$ cat src/rtl/rtc_pkg.sv
// Shared constants, types and BCD helpers for the memory-mapped clock.
// Assumes all field values are packed BCD in one byte each.
package rtc_pkg;
    localparam int NUM_FIELDS = 7;
    localparam int FLD_SEC    = 0;
    localparam int FLD_MIN    = 1;
    localparam int FLD_HOUR   = 2;
    localparam int FLD_WDAY   = 3;
    localparam int FLD_DATE   = 4;
    localparam int FLD_MON    = 5;
    localparam int FLD_YEAR   = 6;

    typedef logic [NUM_FIELDS-1:0][7:0] time_vec_t;

    // Bits a field keeps on a write
    function automatic logic [7:0] field_mask(input int idx);
        case (idx)
            FLD_SEC, FLD_MIN:   return 8'h7F;
            FLD_HOUR, FLD_DATE: return 8'h3F;
            FLD_WDAY:           return 8'h07;
            FLD_MON:            return 8'h1F;
            default:            return 8'hFF;
        endcase
    endfunction

    // Lowest legal value of a field
    function automatic logic [7:0] field_min(input int idx);
        case (idx)
            FLD_WDAY, FLD_DATE, FLD_MON: return 8'h01;
            default:                     return 8'h00;
        endcase
    endfunction

    // Highest legal value of a field (date uses a dynamic limit instead)
    function automatic logic [7:0] field_max(input int idx);
        case (idx)
            FLD_SEC, FLD_MIN: return 8'h59;
            FLD_HOUR:         return 8'h23;
            FLD_WDAY:         return 8'h07;
            FLD_DATE:         return 8'h31;
            FLD_MON:          return 8'h12;
            default:          return 8'h99;
        endcase
    endfunction

    // Add one to a two-digit BCD value
    function automatic logic [7:0] bcd_inc(input logic [7:0] v);
        if (v[3:0] == 4'h9) return {v[7:4] + 4'h1, 4'h0};
        return v + 8'h01;
    endfunction

    // Last date of a month, BCD in and out
    function automatic logic [7:0] month_len(input logic [7:0] mon, input logic [7:0] yr);
        logic [7:0] ybin;
        ybin = ({4'h0, yr[7:4]} * 8'd10) + {4'h0, yr[3:0]};
        case (mon)
            8'h02:                      return (ybin[1:0] == 2'b00) ? 8'h29 : 8'h28;
            8'h04, 8'h06, 8'h09, 8'h11: return 8'h30;
            default:                    return 8'h31;
        endcase
    endfunction
endpackage

$ cat src/rtl/rtc_bcd_field.sv
// One BCD calendar field: loads on a host write, otherwise steps on inc.
// Assumes ld and inc are never both active; wraps to lo at or above hi.
module rtc_bcd_field
    import rtc_pkg::*;
#(
    parameter logic [7:0] MASK = 8'hFF,
    parameter logic [7:0] RST  = 8'h00
) (
    input  logic       clk,
    input  logic       rst_n,
    input  logic       inc,
    input  logic       ld,
    input  logic [7:0] ld_val,
    input  logic [7:0] lo,
    input  logic [7:0] hi,
    output logic [7:0] val,
    output logic       wrap
);
    assign wrap = inc && (val >= hi);

    // Field register: reset, host load or BCD step
    always_ff @(posedge clk) begin
        if (!rst_n)   val <= RST;
        else if (ld)  val <= ld_val & MASK;
        else if (inc) val <= wrap ? lo : bcd_inc(val);
    end
endmodule

$ cat src/rtl/rtc_time_core.sv
// Calendar counter chain with stop bit and test flag.
// Assumes tick is one cycle wide; host loads only while hold_wr is set.
module rtc_time_core
    import rtc_pkg::*;
(
    input  logic       clk,
    input  logic       rst_n,
    input  logic       tick,
    input  logic       hold_wr,
    input  logic       wr_en,
    input  logic [2:0] wr_sel,
    input  logic [7:0] wr_data,
    output time_vec_t  live,
    output logic       stop_bit,
    output logic       ft_bit
);
    logic [NUM_FIELDS-1:0]      inc;
    logic [NUM_FIELDS-1:0]      wrap;
    logic [NUM_FIELDS-1:0]      ld;
    logic [NUM_FIELDS-1:0][7:0] hi_w;
    logic [7:0]                 date_hi;
    logic                       load_ok;

    assign load_ok = wr_en && hold_wr;
    assign date_hi = month_len(live[FLD_MON], live[FLD_YEAR]);

    // Carry chain: sec -> min -> hour -> (weekday, date) -> month -> year
    assign inc[FLD_SEC]  = tick && !hold_wr && !stop_bit;
    assign inc[FLD_MIN]  = wrap[FLD_SEC];
    assign inc[FLD_HOUR] = wrap[FLD_MIN];
    assign inc[FLD_WDAY] = wrap[FLD_HOUR];
    assign inc[FLD_DATE] = wrap[FLD_HOUR];
    assign inc[FLD_MON]  = wrap[FLD_DATE];
    assign inc[FLD_YEAR] = wrap[FLD_MON];

    for (genvar i = 0; i < NUM_FIELDS; i++) begin : g_fld
        assign ld[i] = load_ok && (wr_sel == 3'(i));
        if (i == FLD_DATE) begin : g_dyn
            assign hi_w[i] = date_hi;
        end else begin : g_fix
            assign hi_w[i] = field_max(i);
        end
        rtc_bcd_field #(
            .MASK (field_mask(i)),
            .RST  (field_min(i))
        ) u_fld (
            .clk    (clk),
            .rst_n  (rst_n),
            .inc    (inc[i]),
            .ld     (ld[i]),
            .ld_val (wr_data),
            .lo     (field_min(i)),
            .hi     (hi_w[i]),
            .val    (live[i]),
            .wrap   (wrap[i])
        );
    end

    // Flag bits that share bytes with the seconds and weekday fields
    always_ff @(posedge clk) begin
        if (!rst_n) begin
            stop_bit <= 1'b0;
            ft_bit   <= 1'b0;
        end else begin
            if (ld[FLD_SEC])  stop_bit <= wr_data[7];
            if (ld[FLD_WDAY]) ft_bit   <= wr_data[6];
        end
    end
endmodule

$ cat src/rtl/rtc_read_view.sv
// Readable copy of the time bytes: live, or frozen while hold is set.
// Assumes the copy is captured on every edge where hold is still clear.
module rtc_read_view
    import rtc_pkg::*;
(
    input  logic      clk,
    input  logic      rst_n,
    input  logic      hold,
    input  time_vec_t live_bytes,
    output time_vec_t view
);
    time_vec_t snap;

    // Track live bytes until the read hold is raised
    always_ff @(posedge clk) begin
        if (!rst_n)     snap <= '0;
        else if (!hold) snap <= live_bytes;
    end

    assign view = hold ? snap : live_bytes;
endmodule

$ cat src/rtl/rtc_byte_ram.sv
// Plain byte RAM serving the non-clock addresses.
// Assumes a synchronous write and a combinational read; contents are not reset.
module rtc_byte_ram #(
    parameter int AW = 8
) (
    input  logic          clk,
    input  logic          we,
    input  logic [AW-1:0] addr,
    input  logic [7:0]    wdata,
    output logic [7:0]    q
);
    localparam int DEPTH = 1 << AW;
    logic [7:0] mem [DEPTH];

    // Store a byte on a write cycle
    always_ff @(posedge clk) begin
        if (we) mem[addr] <= wdata;
    end

    assign q = mem[addr];
endmodule

$ cat src/rtl/bcd_rtc_mem.sv
// Top: decodes the host port, holds the control byte, muxes read data
// and drives the frequency-test output. Assumes a synchronous host port.
module bcd_rtc_mem
    import rtc_pkg::*;
#(
    parameter int ADDR_W = 17,
    parameter int RAM_AW = 8
) (
    input  logic              clk,
    input  logic              rst_n,
    input  logic [ADDR_W-1:0] addr,
    input  logic [7:0]        wdata,
    input  logic              ce_n,
    input  logic              we_n,
    input  logic              oe_n,
    input  logic              tick,
    output logic [7:0]        rdata,
    output logic              ftest_out
);
    localparam int OFF_W = 3;

    logic             is_clk;
    logic [OFF_W-1:0] off;
    logic             wr_cyc, rd_cyc;
    logic             time_wr, ctrl_wr;
    logic             wbit_q, rbit_q;
    logic             stop_bit, ft_bit;
    logic             ftgl_q;
    time_vec_t        live, live_bytes, view;
    logic [7:0]       ram_q, rd_mux;

    assign is_clk  = &addr[ADDR_W-1:OFF_W];
    assign off     = addr[OFF_W-1:0];
    assign wr_cyc  = !ce_n && !we_n;
    assign rd_cyc  = !ce_n && we_n && !oe_n;
    assign ctrl_wr = wr_cyc && is_clk && (off == '0);
    assign time_wr = wr_cyc && is_clk && (off != '0);

    // Control byte: write-hold and read-hold bits
    always_ff @(posedge clk) begin
        if (!rst_n) begin
            wbit_q <= 1'b0;
            rbit_q <= 1'b0;
        end else if (ctrl_wr) begin
            wbit_q <= wdata[7];
            rbit_q <= wdata[6];
        end
    end

    rtc_time_core u_core (
        .clk      (clk),
        .rst_n    (rst_n),
        .tick     (tick),
        .hold_wr  (wbit_q),
        .wr_en    (time_wr),
        .wr_sel   (off - 3'd1),
        .wr_data  (wdata),
        .live     (live),
        .stop_bit (stop_bit),
        .ft_bit   (ft_bit)
    );

    // Assemble the host-visible bytes including flag bits
    always_comb begin
        live_bytes           = live;
        live_bytes[FLD_SEC]  = {stop_bit, live[FLD_SEC][6:0]};
        live_bytes[FLD_WDAY] = {1'b0, ft_bit, 3'b000, live[FLD_WDAY][2:0]};
    end

    rtc_read_view u_view (
        .clk        (clk),
        .rst_n      (rst_n),
        .hold       (rbit_q),
        .live_bytes (live_bytes),
        .view       (view)
    );

    rtc_byte_ram #(.AW(RAM_AW)) u_ram (
        .clk   (clk),
        .we    (wr_cyc && !is_clk),
        .addr  (addr[RAM_AW-1:0]),
        .wdata (wdata),
        .q     (ram_q)
    );

    // Select the byte addressed by the host
    always_comb begin
        if (!is_clk) rd_mux = ram_q;
        else begin
            case (off)
                3'd0:    rd_mux = {wbit_q, rbit_q, 6'b0};
                3'd1:    rd_mux = view[FLD_SEC];
                3'd2:    rd_mux = view[FLD_MIN];
                3'd3:    rd_mux = view[FLD_HOUR];
                3'd4:    rd_mux = view[FLD_WDAY];
                3'd5:    rd_mux = view[FLD_DATE];
                3'd6:    rd_mux = view[FLD_MON];
                default: rd_mux = view[FLD_YEAR];
            endcase
        end
    end

    // Registered read data, zero outside read cycles
    always_ff @(posedge clk) begin
        if (!rst_n)      rdata <= 8'h00;
        else if (rd_cyc) rdata <= rd_mux;
        else             rdata <= 8'h00;
    end

    // Frequency-test toggle, held low while the flag is clear
    always_ff @(posedge clk) begin
        if (!rst_n || !ft_bit) ftgl_q <= 1'b0;
        else if (tick)         ftgl_q <= ~ftgl_q;
    end

    assign ftest_out = ftgl_q & ft_bit;
endmodule

$ cat config.mk
export PLATFORM = sky130hd
export DESIGN_NAME = bcd_rtc_mem
export DESIGN_NICKNAME = d
export VERILOG_FILES = /design/src/rtl/rtc_pkg.sv /design/src/rtl/rtc_bcd_field.sv /design/src/rtl/rtc_time_core.sv /design/src/rtl/rtc_read_view.sv /design/src/rtl/rtc_byte_ram.sv /design/src/rtl/bcd_rtc_mem.sv
export SDC_FILE = /design/constraint.sdc
export NUM_CORES = 2
export LEC_CHECK = 0
export BUFFER_PORTS_ARGS = -buffer_cell sky130_fd_sc_hd__buf_2
export CORE_UTILIZATION = 50
export DETAILED_ROUTE_END_ITERATION = 16
export PLACE_DENSITY = 0.68
export SLEW_MARGIN = 20
export SYNTH_ARGS = -nofsm -noshare
export SYNTH_HDL_FRONTEND = slang
export SYNTH_HIERARCHICAL = 1
export SYNTH_SLANG_ARGS = --single-unit
$ cat constraint.sdc
create_clock -name clk -period 4.4 [get_ports clk]
set_clock_uncertainty 0.2 [all_clocks]
set_input_delay 0.22 -clock clk [delete_from_list [all_inputs] [get_ports clk]]
set_output_delay 0.22 -clock clk [all_outputs]
set_load 0.005 [all_outputs]
==> metrics.md <==
| Metric | Value |
|---|---|
| Synthesized area per cell | 18.9 sq um |
| Clock Latency Late Sink | 0.86 ns |
| Worst-Margin Slew | 1.07 ns |
| Pre-CTS setup slack | 0.103 ns |
| Total Wirelength | 210 mm |
| CP bufs+invs | 6 |
| F_max | 244 MHz |
| Final hold vios | 0 |
| Drt first pass iters | 6 |
| Vias in the first global route | 46,925 |
| PwrDens | 420 mW/mm^2 |
| CP Cell Sequence | dlygate4sd3_1 -> buf_8 -> buf_12 -> buf_4 -> mux4_2 -> a22oi_1 -> a21oi_1 -> o41ai_1 -> buf_4 -> nand4_1 -> o21ai_0 -> dlygate4sd3_1 -> a21oi_1 |
| Crit-path leading delay family | buffers and inverters |
| Reg-to-reg endpoint | u_core/g_fld[6].u_fld/val[0] |
| Mapped Area | 0.0878 sq mm |
| Global-route wire length before repair | 310 mm |
| Max_slew headroom | 28.8% |
| Mapped Cells | 4,644 |
| Non-filler cells, final | 7,637 |
| CP Data Required Time | 4.94 ns |
| TritonCTS clock tree | built |
| Syn-to-layout area delta | 14.3% |
| Initial antenna violation count | 4 |
| Core area | 0.174 sq mm |
| Minimum clock period after layout | 4.10 ns |
| Kind of critical path | in2reg |
| Leakage Power | 32.4 nW |
| GR Util All Layers | 23.7% |
| Final period util | 93.1% |
| Inst Count DP | 7,220 |
| Clock Sinks | 2,173 |
| Starting density of the core | 50.4% |
| Final global-route overflow total | 0 |
| R2R cell count | 14 |
| CP Depth | 13 |
| Setup Viol. Count Final | 0 |
| Root Driver | clkbuf_16 |
| # IOs | 40 |
| CP max-delay cell | dlygate4sd3_1 |
| # rows | 153 |
| TritonCTS Buffers | 210 |
| DP HPWL | 128 mm |
| Max VDD drop | 0.000438 V |
| Total die area | 0.177 sq mm |
| Largest net degree at the start of global routing | 135 |
| Clk pin slew, worst setup/hold paths | 0.06 ns |
| Final nets | 5,234 |
| Outcome | completed |
| IO buf count | 39 |
| Crit Reg-Reg Startpoint | u_core/g_fld[5].u_fld/val[0] |
| Multi-input gate area | 0.0225 sq mm |
| Antenna Nets Post-Route | 0 |
| Synth warn | 6 |
| Critical Path End | rdata[0] |
| Max Fanout on Critical Path | 27 |
| Setup crit end kind | flip-flop |
| Clk buf depth | 3 |
| Diode count | 0 |
| Max-cap violations | 0 |
| Setup ws final | 0.303 ns |
| Worst Setup Start Kind | primary input |
| Max incr delay on CP | 0.57 ns |
| Via count | 46,760 |
| Hold WC Path Type | in2reg |
| Fillers | 12,877 |
| Global placement routability congestion | 0.836 |
| Final Max Tran Viols | 0 |
| Register Area | 0.0640 sq mm |
| Wire length per cell | 27.5 um |
| Die span in x | 421 um |
| CP startpoint | addr[0] |
| Critical Path AT | 4.64 ns |
| # DRC | 0 |
| H-tree depth | 4 |
| DRT iter0 DRCs | 5,003 |
| Die height | 421 um |
| Vias per Instance | 6.12 |
| Setup slack, reg-to-reg | 0.33 ns |
| Share of layout cells above drive strength 1 | 25.6% |
[metal layers]
metal  GRT usage (%)  part of all wire, %
met5               0               0.0033
met4            7.21                  2.9
met3            3.70                  7.8
met2            38.1                   49
met1            33.5                   41
[through the flow]
step / power, W / instance area (sq um) / hold slack, ns / utilization (%) / setup TNS [ns]
global placement: 0.0251 / 93400 / 0.286 / 53.6 / 0
floorplan: 0.0242 / 88300 / 0.119 / - / 0
detailed placement: 0.0252 / 93400 / 0.311 / 53.6 / 0
CTS: 0.0424 / 100000 / 0.000918 / 57.6 / 0
global route: 0.0433 / 100000 / 0.0408 / 57.6 / -0.000791
finish: 0.0422 / 100000 / 0.0462 / 57.6 / 0
[power by group]
part | total (W) | switching [W] | leakage (nW) | internal, W
clock network | 0.0174 | 0.00772 | 3.24 | 0.00973
logic | 0.00209 | 0.00133 | 9.77 | 0.000760
registers | 0.0226 | 0.0000156 | 19.4 | 0.0226
total | 0.0422 | 0.00906 | 32.4 | 0.0331
[worst min path at each step]
stage	start	to	slack, ns	cells past startpoint
2_1_floorplan	wdata[0]	u_ram/mem[0][0]	0.12	0
3_3_place_gp	u_core/stop_bit	u_core/stop_bit	0.29	2
3_5_place_dp	u_core/stop_bit	u_core/stop_bit	0.31	2
4_1_cts	addr[9]	rdata[4]	0.0009	6
5_1_grt	addr[9]	rdata[3]	0.04	6
6_report	addr[9]	rdata[4]	0.05	6
[what timing repair did]
action	in CTS	in global routing
buffers inserted	0	0
hold endpoints to repair	1012	0
endpoints found under the setup margin	0	8
gates resized for setup	0	2
hold buffers	28	0
[state kept, by name, indices dropped and copies added, names as in the netlist]
register	flops
rdata	8
wbit_q	1
u_ram/mem	2048
u_core/g_fld.u_fld/val	56
rbit_q	1
u_core/stop_bit	1
u_view/snap	56
u_core/ft_bit	1
ftgl_q	1
[tightest hold or removal path, cell delays in order]
cell	delay (ns)
buf_2	0.10
nand4_1	0.08
buf_4	0.23
or4_4	0.23
nand3_1	0.08
o21ai_0	0.07
[final cells by class]
| class | count | area share (%) |
|---|---|---|
| clock buffer | 263 | 5.49 |
| tap | 2325 | 2.90 |
| timing repair buffer | 460 | 3.95 |
| inverter | 91 | 0.344 |
| clock inverter | 126 | 1.13 |
| sequential | 2173 | 63.8 |
| multi-input combinational | 2199 | 22.4 |
[cell usage in the layout, fill, tap and decap left out, types with 48 or more instances in the layout]
cell type	n
edfxtp_1	2048
dfxtp_1	124
a21oi_1	188
a22oi_1	268
inv_1	88
buf_4	358
nor2_1	258
conb_1	114
nor3_1	53
clkbuf_1	48
clkbuf_16	211
mux4_2	512
ha_1	68
and2_1	61
nand2_1	116
Note: power is estimated with default switching activity, not from simulation.
